===== config.mk =====
export PLATFORM = sky130hd
export DESIGN_NAME = decade_counter
export DESIGN_NICKNAME = d
export VERILOG_FILES = /design/src/rtl/decade_counter_pkg.sv /design/src/rtl/ctr_mode_sel.sv /design/src/rtl/ctr_next.sv /design/src/rtl/ctr_term.sv /design/src/rtl/decade_counter.sv
export SDC_FILE = /design/constraint.sdc
export NUM_CORES = 1
export LEC_CHECK = 0
export BUFFER_PORTS_ARGS = -buffer_cell sky130_fd_sc_hd__buf_2
export CORE_AREA = 10 10 47 49
export DETAILED_ROUTE_END_ITERATION = 7
export DIE_AREA = 0 0 57 59
export HOLD_SLACK_MARGIN = 0.02
export PLACE_DENSITY = 0.44
export SLEW_MARGIN = 20
export SYNTH_ARGS = -nofsm -noshare
export SYNTH_HDL_FRONTEND = slang
export SYNTH_SLANG_ARGS = --single-unit
export TNS_END_PERCENT = 20

===== constraint.sdc =====
create_clock -name clk -period 1.4 [get_ports clk]
set_clock_uncertainty 0.05 [all_clocks]
set_input_delay 0.28 -clock clk [delete_from_list [all_inputs] [get_ports clk]]
set_output_delay 0.28 -clock clk [all_outputs]
set_load 0.005 [all_outputs]

===== src/rtl/decade_counter_pkg.sv =====
// Shared types for the decade counter: the four operating modes,
// listed from highest to lowest precedence.
package decade_counter_pkg;
    typedef enum logic [1:0] {
        MODE_CLEAR = 2'd0,
        MODE_LOAD  = 2'd1,
        MODE_COUNT = 2'd2,
        MODE_HOLD  = 2'd3
    } ctr_mode_e;
endpackage


===== src/rtl/ctr_mode_sel.sv =====
// Mode selector: turns the control inputs into one operating mode.
// Precedence is clear, then load, then count, then hold.
// Assumes clr_req is already active-high and only set when the
// clear is meant to act on a clock edge.
module ctr_mode_sel
    import decade_counter_pkg::*;
(
    input  logic      clr_req,
    input  logic      load_n,
    input  logic      en_p,
    input  logic      en_t,
    output ctr_mode_e mode
);
    // Priority decode of the four modes.
    always_comb begin
        if (clr_req)
            mode = MODE_CLEAR;
        else if (!load_n)
            mode = MODE_LOAD;
        else if (en_p && en_t)
            mode = MODE_COUNT;
        else
            mode = MODE_HOLD;
    end
endmodule


===== src/rtl/ctr_next.sv =====
// Next-state logic: works out the count value for the next edge from the
// selected mode. LAST is the top value of the counting range. Values
// above LAST (possible only after a preset) go up by one, and the
// WIDTH-bit sum wraps them to zero after all ones.
module ctr_next
    import decade_counter_pkg::*;
#(
    parameter int unsigned WIDTH = 4,
    parameter logic [WIDTH-1:0] LAST = 4'd9
) (
    input  ctr_mode_e        mode,
    input  logic [WIDTH-1:0] cur,
    input  logic [WIDTH-1:0] din,
    output logic [WIDTH-1:0] nxt
);
    localparam logic [WIDTH-1:0] ONE = WIDTH'(1);

    logic [WIDTH-1:0] inc;

    // Increment with the wrap at the top of the range.
    always_comb begin
        if (cur == LAST)
            inc = '0;
        else
            inc = cur + ONE;
    end

    // Choose the next value from the mode.
    always_comb begin
        unique case (mode)
            MODE_CLEAR: nxt = '0;
            MODE_LOAD:  nxt = din;
            MODE_COUNT: nxt = inc;
            default:    nxt = cur;
        endcase
    end
endmodule


===== src/rtl/ctr_term.sv =====
// Terminal-count decode: high when the trickle enable is high and the
// count sits at the top of its range. Purely combinational, so a carry
// passes through a chain of stages within one cycle.
module ctr_term #(
    parameter int unsigned WIDTH = 4,
    parameter logic [WIDTH-1:0] LAST = 4'd9
) (
    input  logic [WIDTH-1:0] cur,
    input  logic             en_t,
    output logic             tc
);
    // Flag the top value, gated by the trickle enable.
    always_comb tc = en_t && (cur == LAST);
endmodule


===== src/rtl/decade_counter.sv =====
// Presettable synchronous counter, one digit wide.
// DECADE=1 counts 0..9; DECADE=0 counts over the full WIDTH-bit range.
// ASYNC_RESET=0 (the default) clears on a clock edge; ASYNC_RESET=1
// clears as soon as rst_n falls. Stages are chained by feeding tc into
// the en_t input of the next stage.
module decade_counter
    import decade_counter_pkg::*;
#(
    parameter int unsigned WIDTH       = 4,
    parameter bit          DECADE      = 1'b1,
    parameter bit          ASYNC_RESET = 1'b0
) (
    input  logic             clk,
    input  logic             rst_n,
    input  logic             load_n,
    input  logic [WIDTH-1:0] din,
    input  logic             en_p,
    input  logic             en_t,
    output logic [WIDTH-1:0] q,
    output logic             tc
);
    localparam logic [WIDTH-1:0] LAST = DECADE ? WIDTH'(9) : {WIDTH{1'b1}};

    ctr_mode_e        mode;
    logic [WIDTH-1:0] nxt;
    logic [WIDTH-1:0] cnt_q;
    logic             clr_req;

    // The clear goes through the mode decode only in the synchronous form.
    always_comb clr_req = ASYNC_RESET ? 1'b0 : ~rst_n;

    ctr_mode_sel u_mode (
        .clr_req (clr_req),
        .load_n  (load_n),
        .en_p    (en_p),
        .en_t    (en_t),
        .mode    (mode)
    );

    ctr_next #(.WIDTH(WIDTH), .LAST(LAST)) u_next (
        .mode (mode),
        .cur  (cnt_q),
        .din  (din),
        .nxt  (nxt)
    );

    ctr_term #(.WIDTH(WIDTH), .LAST(LAST)) u_term (
        .cur  (cnt_q),
        .en_t (en_t),
        .tc   (tc)
    );

    generate
        if (ASYNC_RESET) begin : g_async_rst
            // Count register, cleared at once by a low rst_n.
            always_ff @(posedge clk or negedge rst_n) begin
                if (!rst_n)
                    cnt_q <= '0;
                else
                    cnt_q <= nxt;
            end
        end else begin : g_sync_rst
            // Count register; the clear arrives through the mode decode.
            always_ff @(posedge clk) begin
                cnt_q <= nxt;
            end
        end
    endgenerate

    always_comb q = cnt_q;
endmodule


Word-level counts from Yosys, hierarchy flattened
Cells that the tools add are included.
{"block": "totals", "ff_bits": 4, "in_bits": 9, "word_cells": 14}
{"block": "classes", "add_sub_neg": 1, "eq_ne": 3, "muxes": 5, "n_reduce_logical": 4}
{"operator": "$pmux W4 S3", "count": 1}
{"operator": "$add A4 B1 Y4 const B", "count": 1}
{"operator": "$eq A4 B4 Y1 const B", "count": 1}
{"operator": "$mux W2", "count": 2}
{"operator": "$mux W4", "count": 1}
{"operator": "$reduce_bool A3 Y1", "count": 1}
{"operator": "$eq A2 B1 Y1 const B", "count": 1}
{"operator": "$eq A2 B2 Y1 const B", "count": 1}
{"operator": "$logic_and A1 B1 Y1", "count": 2}
{"operator": "$logic_not A2 Y1", "count": 1}
{"operator": "$mux W1", "count": 1}

Depth between registers and ports, before layout
Gate-level depths: netlist of the first run.
{"block": "logic_depth", "word_depth": 6, "ltp_mapped": 5}

Cells and area by module
From an unflattened synthesis of the first run, not the netlist that was laid out.
{"block": "unflattened", "hier_cells": 30, "area_unflattened_um2": 264.0}
{"mod": "ctr_next", "n_inst": 1, "cells_each": 21, "area_per_inst_um2": 155.1, "seq_area_each_um2": 0.0}
{"mod": "decade_counter", "n_inst": 1, "cells_each": 5, "area_per_inst_um2": 83.8, "seq_area_each_um2": 80.1}
{"mod": "ctr_mode_sel", "n_inst": 1, "cells_each": 2, "area_per_inst_um2": 12.5, "seq_area_each_um2": 0.0}
{"mod": "ctr_term", "n_inst": 1, "cells_each": 2, "area_per_inst_um2": 12.5, "seq_area_each_um2": 0.0}

Least setup slack after synthesis of the first run
Ideal clock, no wire load.
{"block": "synth_path", "path_kind": "reg2reg", "start": "register cnt_q[1] (netlist: q[1])", "end": "register cnt_q[2] (netlist: q[2]) (data pin)", "t_arrival_ns": 0.998, "required_time_ns": 1.089, "slack_ns": 0.091, "path_stages_with_launch": 6, "path_buffers": 0, "period_less_slack_ns": 1.309, "cell_sequence": "edfxtp_1 > inv_1 > ha_1 > nand2_1 > o21ai_2 > o21ai_2"}
{"block": "synth_via", "elab_chain_cells": 3}
{"element": "from (decl)", "line": "decade_counter.sv:26", "rtl": "logic [WIDTH-1:0] cnt_q;"}
{"element": "from (signal assigned)", "line": "decade_counter.sv:65", "rtl": "cnt_q <= nxt;"}
{"element": "$add A4 B1 Y4 or $eq A4 B4 Y1 (tied branches)", "line": "ctr_next.sv:25, ctr_next.sv:22"}
{"element": "$mux W4 *", "line": "ctr_next.sv:22", "rtl": "if (cur == LAST)"}
{"element": "$pmux W4 S3 *", "line": "ctr_next.sv:30", "rtl": "unique case (mode)"}
{"element": "net nxt[2]", "line": "decade_counter.sv:25", "rtl": "logic [WIDTH-1:0] nxt;"}
Mark *: on every way through the listed nets, which the timed path passes. The rest lies on a longest branch.
A chain may end at the register's enable or synchronous reset.

Final worst setup path of the first run
{"block": "layout_path", "start": "register cnt_q[1] (netlist: q[1])", "end": "output tc"}
{"block": "layout_via", "elab_chain_cells": 2}
{"element": "$eq A4 B4 Y1", "line": "ctr_term.sv:13", "rtl": "always_comb tc = en_t && (cur == LAST);"}
{"element": "$logic_and A1 B1 Y1", "line": "ctr_term.sv:13"}
{"element": "to (decl)", "line": "decade_counter.sv:20", "rtl": "output logic tc"}
Every way passes these cells.

==> results.yml, run 1 <==
outcome:
  status: "complete, but fails checks"
  violations: "negative setup slack"
layout:
  diodes: 0
  largest_reg_flops: 4
  multi_input_area_um2: 152.6
  layout-area-overhead-vs-synth_pct: 52.56
  final_nets: 57
  drive_gt1_share_pct: 63.64
  nFillCells: 164
  finish.utilization_pct: 29.29
  final-seq-area_um2: 120.1
  final_cells: 60
clocking:
  cts_buffer_depth: 2
  h-tree-depth: 1
  numCtsBuffers: 3
  cts_sinks: 4
  clk_pin_slew_worst_paths_ns: 0.04
  cts_root_buf: "clkbuf_4"
  cts_tree: "done"
  clock_latency_ns: 0.24
global_route:
  globalRouteTotalUtil_pct: 5.346
  overflow: 0
  antenna_found_initial: 0
  grt_pass1_vias: 289
  grt_pass1_wl_um: 1283
  grt_max_degree: 6
worst_setup_path:
  path_max_fanout: 2
  crit_start: "q[1]"
  cp_cell_sequence: "inv_1, ha_1, nand2_2, nor3b_2, buf_2"
  start_kind: "register"
  r2r_cells: 5
  slowest_delay_ns: 0.37
  endpoint_kind: "output pin"
  critPathRequiredTime_ns: 1.07
  endpoint: "tc"
  rrSetupSlack_ns: 0.07
  r2r-end: "q[2]"
  critPathArrivalTime_ns: 1.17
  worstSetupPathType: "reg2out"
  cpMaxStageDelayCell: "edfxtp_1"
  reg2reg_from: "q[1]"
pwr:
  peakVddDrop_mv: 0.4076
  p_clk_share_pct: 38.4
  pwr_density_cell_nw_per_um2: 896.3
  netSwitchingPower_mw: 0.08834
  seqPwrFrac_pct: 42.0
  power.share.switching_pct: 24.02
  power_frac_comb_pct: 19.7
  p_leak_nw: 0.1900
  p_int_mw: 0.2795
  power_mw: 0.3678
synth:
  yosys.area.top_type_share_pct: 44.65
  yosysSeqAreaShare_pct: 44.65
  ys_warn_count: 0
  avgSynthCellArea_um2: 10.76
  synthesis.nets: 36
  netlist_instances: 25
  yosysTopAreaCell: "edfxtp_1"
  ys_types: 11
  synth_area_leaders: "edfxtp_1 (45%), o21ai_2 (16%), ha_1 (9.3%), nand2_1 (8.4%), and4_2 (3.7%)"
  synth_ff_type: "edfxtp_1"
  async_reset_ff_share_pct: 0
  synth.top_cells.by_count: "nand2_1 (6), o21ai_2 (5), edfxtp_1 (4), ha_1 (2), nand3_1 (2)"
  synth-edff-count: 4
  netlist_area_um2: 269.0
  yosysMostFrequentCell: "nand2_1"
  yosys_register_bits: 4
drt:
  via_per_inst: 4.300
  drc: 0
  vias: 258
  antenna_left: 0
  wirelength_um: 716
  dr.pass1.iters: 4
  drtIter0Drc: 6
  drt-wirelength-per-cell_um: 11.93
floorplanning:
  core.rowCount: 14
  die_h_um: 59
  initial_core_util_pct: 19.20
  fp.dieW_um: 57
  coreArea_um2: 1401
  ios: 14
  dieArea_um2: 3363
flow_run:
  drv_cap: 0
timing:
  slew_violations: 0
  rsz0062_at_grt: "yes"
  fin_crit_ns: 1.497
  slew_headroom_pct: 79.20
  max_clock_freq_mhz: 667.8
  period_share_pct: 107.0
  setup_viol: 1
  finalHoldViolCount: 0
  max_slew.worst_pin.slew_ns: 0.3119
  fin_ws_ns: -0.09740
place:
  portBuffers: 13
  dpl.cell_count: 56
  place_congestion: 0.6421
hold_path:
  hold_path.class: "in2reg"
==> logic make-up after synthesis <==
kind of cell / synth area share (%)
simple gates: 21.86
compound gates: 16.28
flops: 44.65
xor+xnor: 6.513
fa+ha+maj: 9.301
buf+inv: 1.394
==> routing by layer <==
layer  GRT usage, %  part of all wire [%]
met1          4.584                    36
met2          7.442                    46
met3          5.365                    16
met4          4.027                   2.0
met5              0                     0
==> layout make-up <==
class	count	area share, %
Timing Repair Buffer	16	22.26
Clock buffer	3	5.488
Tap cell	16	4.878
Sequential cell	4	29.27
Inverter	1	0.9146
Multi-Input combinational cell	20	37.19
==> timing repair <==
action | in CTS | in global routing
resized for setup | 2 | 1
cloned | 0 | 0
pin swaps | 1 | 0
setup endpoints to repair | 1 | 5
hold buffers | 0 | 0
setup buffers | 1 | 0
==> metrics by stage <==
| stage | setup slack [ns] | TNS, ns | cell area (um2) | hold WS (ns) |
|---|---|---|---|---|
| final | -0.09740 | -0.09740 | 410.4 | 0.2704 |
| after global routing | -0.2104 | -0.2920 | 410.4 | 0.2904 |
| after CTS | -0.1160 | -0.1160 | 406.6 | 0.2625 |
| after detailed placement | 0.07541 | 0 | 369.1 | 0.5067 |
| after global placement | 0.08519 | 0 | 369.1 | 0.5066 |
| after floorplan | 0.09098 | 0 | 269.0 | 0.4176 |
==> worst min-delay path by stage <==
stage,to,cells past startpoint,slack (ns),from
2_1_floorplan,q[0],2,0.42,din[0]
3_3_place_gp,q[1],3,0.51,din[1]
3_5_place_dp,q[2],3,0.51,din[2]
4_1_cts,q[2],3,0.26,din[2]
5_1_grt,q[2],3,0.29,din[2]
6_report,q[2],3,0.27,din[2]
==> critical path, delay by kind of cell (launching register included) <==
family | cells | cell delay (ns)
DFF | 1 | 0.37
and+or+nand+nor | 2 | 0.22
buffers and inverters | 2 | 0.20
adders and majority gates | 1 | 0.14
==> power by group through the flow <==
stage               logic, mW  clock network (mW)  registers [mW]
floorplan              0.0277                   0           0.158
global placement       0.0657                   0           0.157
detailed placement     0.0657                   0           0.157
CTS                    0.0726               0.149           0.154
global route           0.0841               0.156           0.157
finish                 0.0723               0.141           0.154
==> cells in the final DEF (no fill, tap or decap) <==
master and instances:
inv_1 1, nor3b_2 1, ha_1 2, nand2_1 5
xor2_1 1, clkbuf_4 3, xnor2_1 1, and2b_2 1
buf_4 2, buf_6 1, nand2_2 1, edfxtp_1 4
and4_2 1, o21ai_2 5, nand3_1 2, buf_2 13
Power figures use the tool's default switching activity.
==> inputs of run 2 (changes only) <==
==> constraint.sdc (replaced) <==
create_clock -name clk -period 1.4 [get_ports clk]
set_clock_uncertainty 0.05 [all_clocks]
set_input_delay 0.28 -clock clk [delete_from_list [all_inputs] [get_ports clk]]
set_output_delay 0.28 -clock clk [all_outputs]
set_load 0.1 [all_outputs]
==> run 2 against run 1 <==
Effect of this change: cell area rose by 23%; sequential power barely moved; critical path type unchanged; register-to-register slack got worse by 0.27 ns; first-iteration DRC count fell by 83%; via count fell by 1.2%; worst setup slack got worse by 0.16 ns; the run still ends with negative setup slack left; die area did not move.
==> results.yml, run 2 (same netlist as run 1, synthesis figures left out) <==
timing:
  rsz0062_at_grt: "yes"
  max_slew.worst_pin.slew_ns: 0.3418
  holdWs_ns: 0.2683
  fin_crit_ns: 1.660
  setup_viol: 5
  max_clock_freq_mhz: 602.4
  finalHoldViolCount: 0
  slew_violations: 0
  fin_ws_ns: -0.2602
  slew_headroom_pct: 77.21
  period_share_pct: 118.6
worst_setup_path:
  r2r-end: "q[2]"
  cpMaxStageDelayCell: "edfxtp_1"
  reg2reg_from: "q[1]"
  worstSetupPathType: "reg2out"
  rrSetupSlack_ns: -0.20
  r2r_cells: 7
  slowest_delay_ns: 0.37
  critPathRequiredTime_ns: 1.07
  critPathTopFamily: "flip-flops"
  critPathArrivalTime_ns: 1.33
  endpoint_kind: "output pin"
  crit_buf_inv: 2
  start_kind: "register"
  cp_cell_sequence: "inv_1, ha_2, nand2_2, nor3b_4, buf_12"
  path_max_fanout: 2
pwr:
  pwr_density_cell_nw_per_um2: 970.3
  power_mw: 0.4905
  peakVddDrop_mv: 0.4062
  p_leak_nw: 0.2170
place:
  place_congestion: 0.6649
  dp_hpwl_um: 617.5
  portBuffers: 13
  dpl.cell_count: 57
  pre_cts_ws_ns: -0.02852
clocking:
  cts_tree: "done"
  cts_sinks: 4
  h-tree-depth: 1
  clock_latency_ns: 0.23
  clk_pin_slew_worst_paths_ns: 0.04
  cts_hold_buf: 0
  cts_root_buf: "clkbuf_4"
  numCtsBuffers: 3
  cts_buffer_depth: 2
global_route:
  grt_pass1_wl_um: 1297
  antenna_found_initial: 0
  overflow: 0
  grt_max_degree: 6
  grt_pass1_vias: 280
  globalRouteTotalUtil_pct: 5.099
floorplanning:
  coreArea_um2: 1401
  ios: 14
  die_h_um: 59
  dieArea_um2: 3363
  initial_core_util_pct: 19.20
  core.rowCount: 14
  fp.dieW_um: 57
layout:
  nFillCells: 146
  layout-area-overhead-vs-synth_pct: 87.91
  diodes: 0
  layout_commonest_cell: "buf_2"
  largest_reg_flops: 4
  final-seq-area_um2: 120.1
  drive_gt1_share_pct: 67.39
  final_nets: 59
  final_cells: 62
  multi_input_area_um2: 161.4
  final_cell_mix: "buf_2 (8), o21ai_2 (5), nand2_1 (5), buf_12 (5), buf_4 (5)"
drt:
  drt-wirelength-per-cell_um: 12.76
  drc: 0
  antenna_left: 0
  drtIter0Drc: 1
  wirelength_um: 791
  vias: 255
  dr.pass1.iters: 2
  via_per_inst: 4.113
hold_path:
  min_from: "din[1]"
  whs_endpoint: "q[1]"
  min_path_cells: 3
  hold_path.class: "in2reg"
flow_run:
  drv_cap: 0
outcome:
  violations: "negative setup slack"
  status: "complete, but fails checks"
## run 2: what timing repair did
item | in CTS | in global routing
endpoints found under the setup margin | 1 | 5
setup buffers | 1 | 1
gates resized for setup | 2 | 0
pin swaps | 2 | 1
## run 2: stage by stage
step	setup TNS [ns]	utilization, %	instance area [um2]
2_1_floorplan	-3.828	-	280.3
3_3_place_gp	0	33.04	462.9
3_5_place_dp	-0.02852	33.04	462.9
4_1_cts	-0.5906	35.54	498.0
5_1_grt	-1.376	36.07	505.5
6_report	-1.014	36.07	505.5
## run 2: worst max-delay path by stage
| stage | start | end | slack, ns | cells past startpoint |
|---|---|---|---|---|
| finish | q[1] | tc | -0.26 | 5 |
| global route | q[1] | tc | -0.32 | 5 |
| CTS | q[1] | tc | -0.28 | 5 |
| detailed placement | q[1] | tc | -0.03 | 5 |
| global placement | q[1] | tc | 0.002 | 5 |
| floorplan | q[0] | tc | -1.19 | 3 |
## run 2: layout make-up
cell class	count	area share [%]
clock buffers	3	4.455
inverters	1	0.7426
multi-input cells	20	31.93
flip-flops and latches	4	23.76
well taps	16	3.960
repair buffers	18	35.15
## run 2: report_power, final
group          internal, mW  leakage [nW]  switching, mW  total, mW
sequential            0.144        0.0448         0.0109      0.155
combinational        0.0736         0.158          0.114      0.188
clock                0.0962        0.0138         0.0514      0.148
## run 2: worst register-to-register path: cells and delay by family (launching register included)
family,cells,cell delay [ns]
simple gates,1,0.06
compound gates,2,0.36
flops,1,0.37
buf+inv,3,0.32
fa+ha+maj,1,0.17
## run 2: routing by layer
layer / wire length (um) / track usage, %
met1: 316 / 4.988
met2: 385 / 7.907
met3: 90 / 2.790
met4: 0 / 4.027
met5: 0 / 0
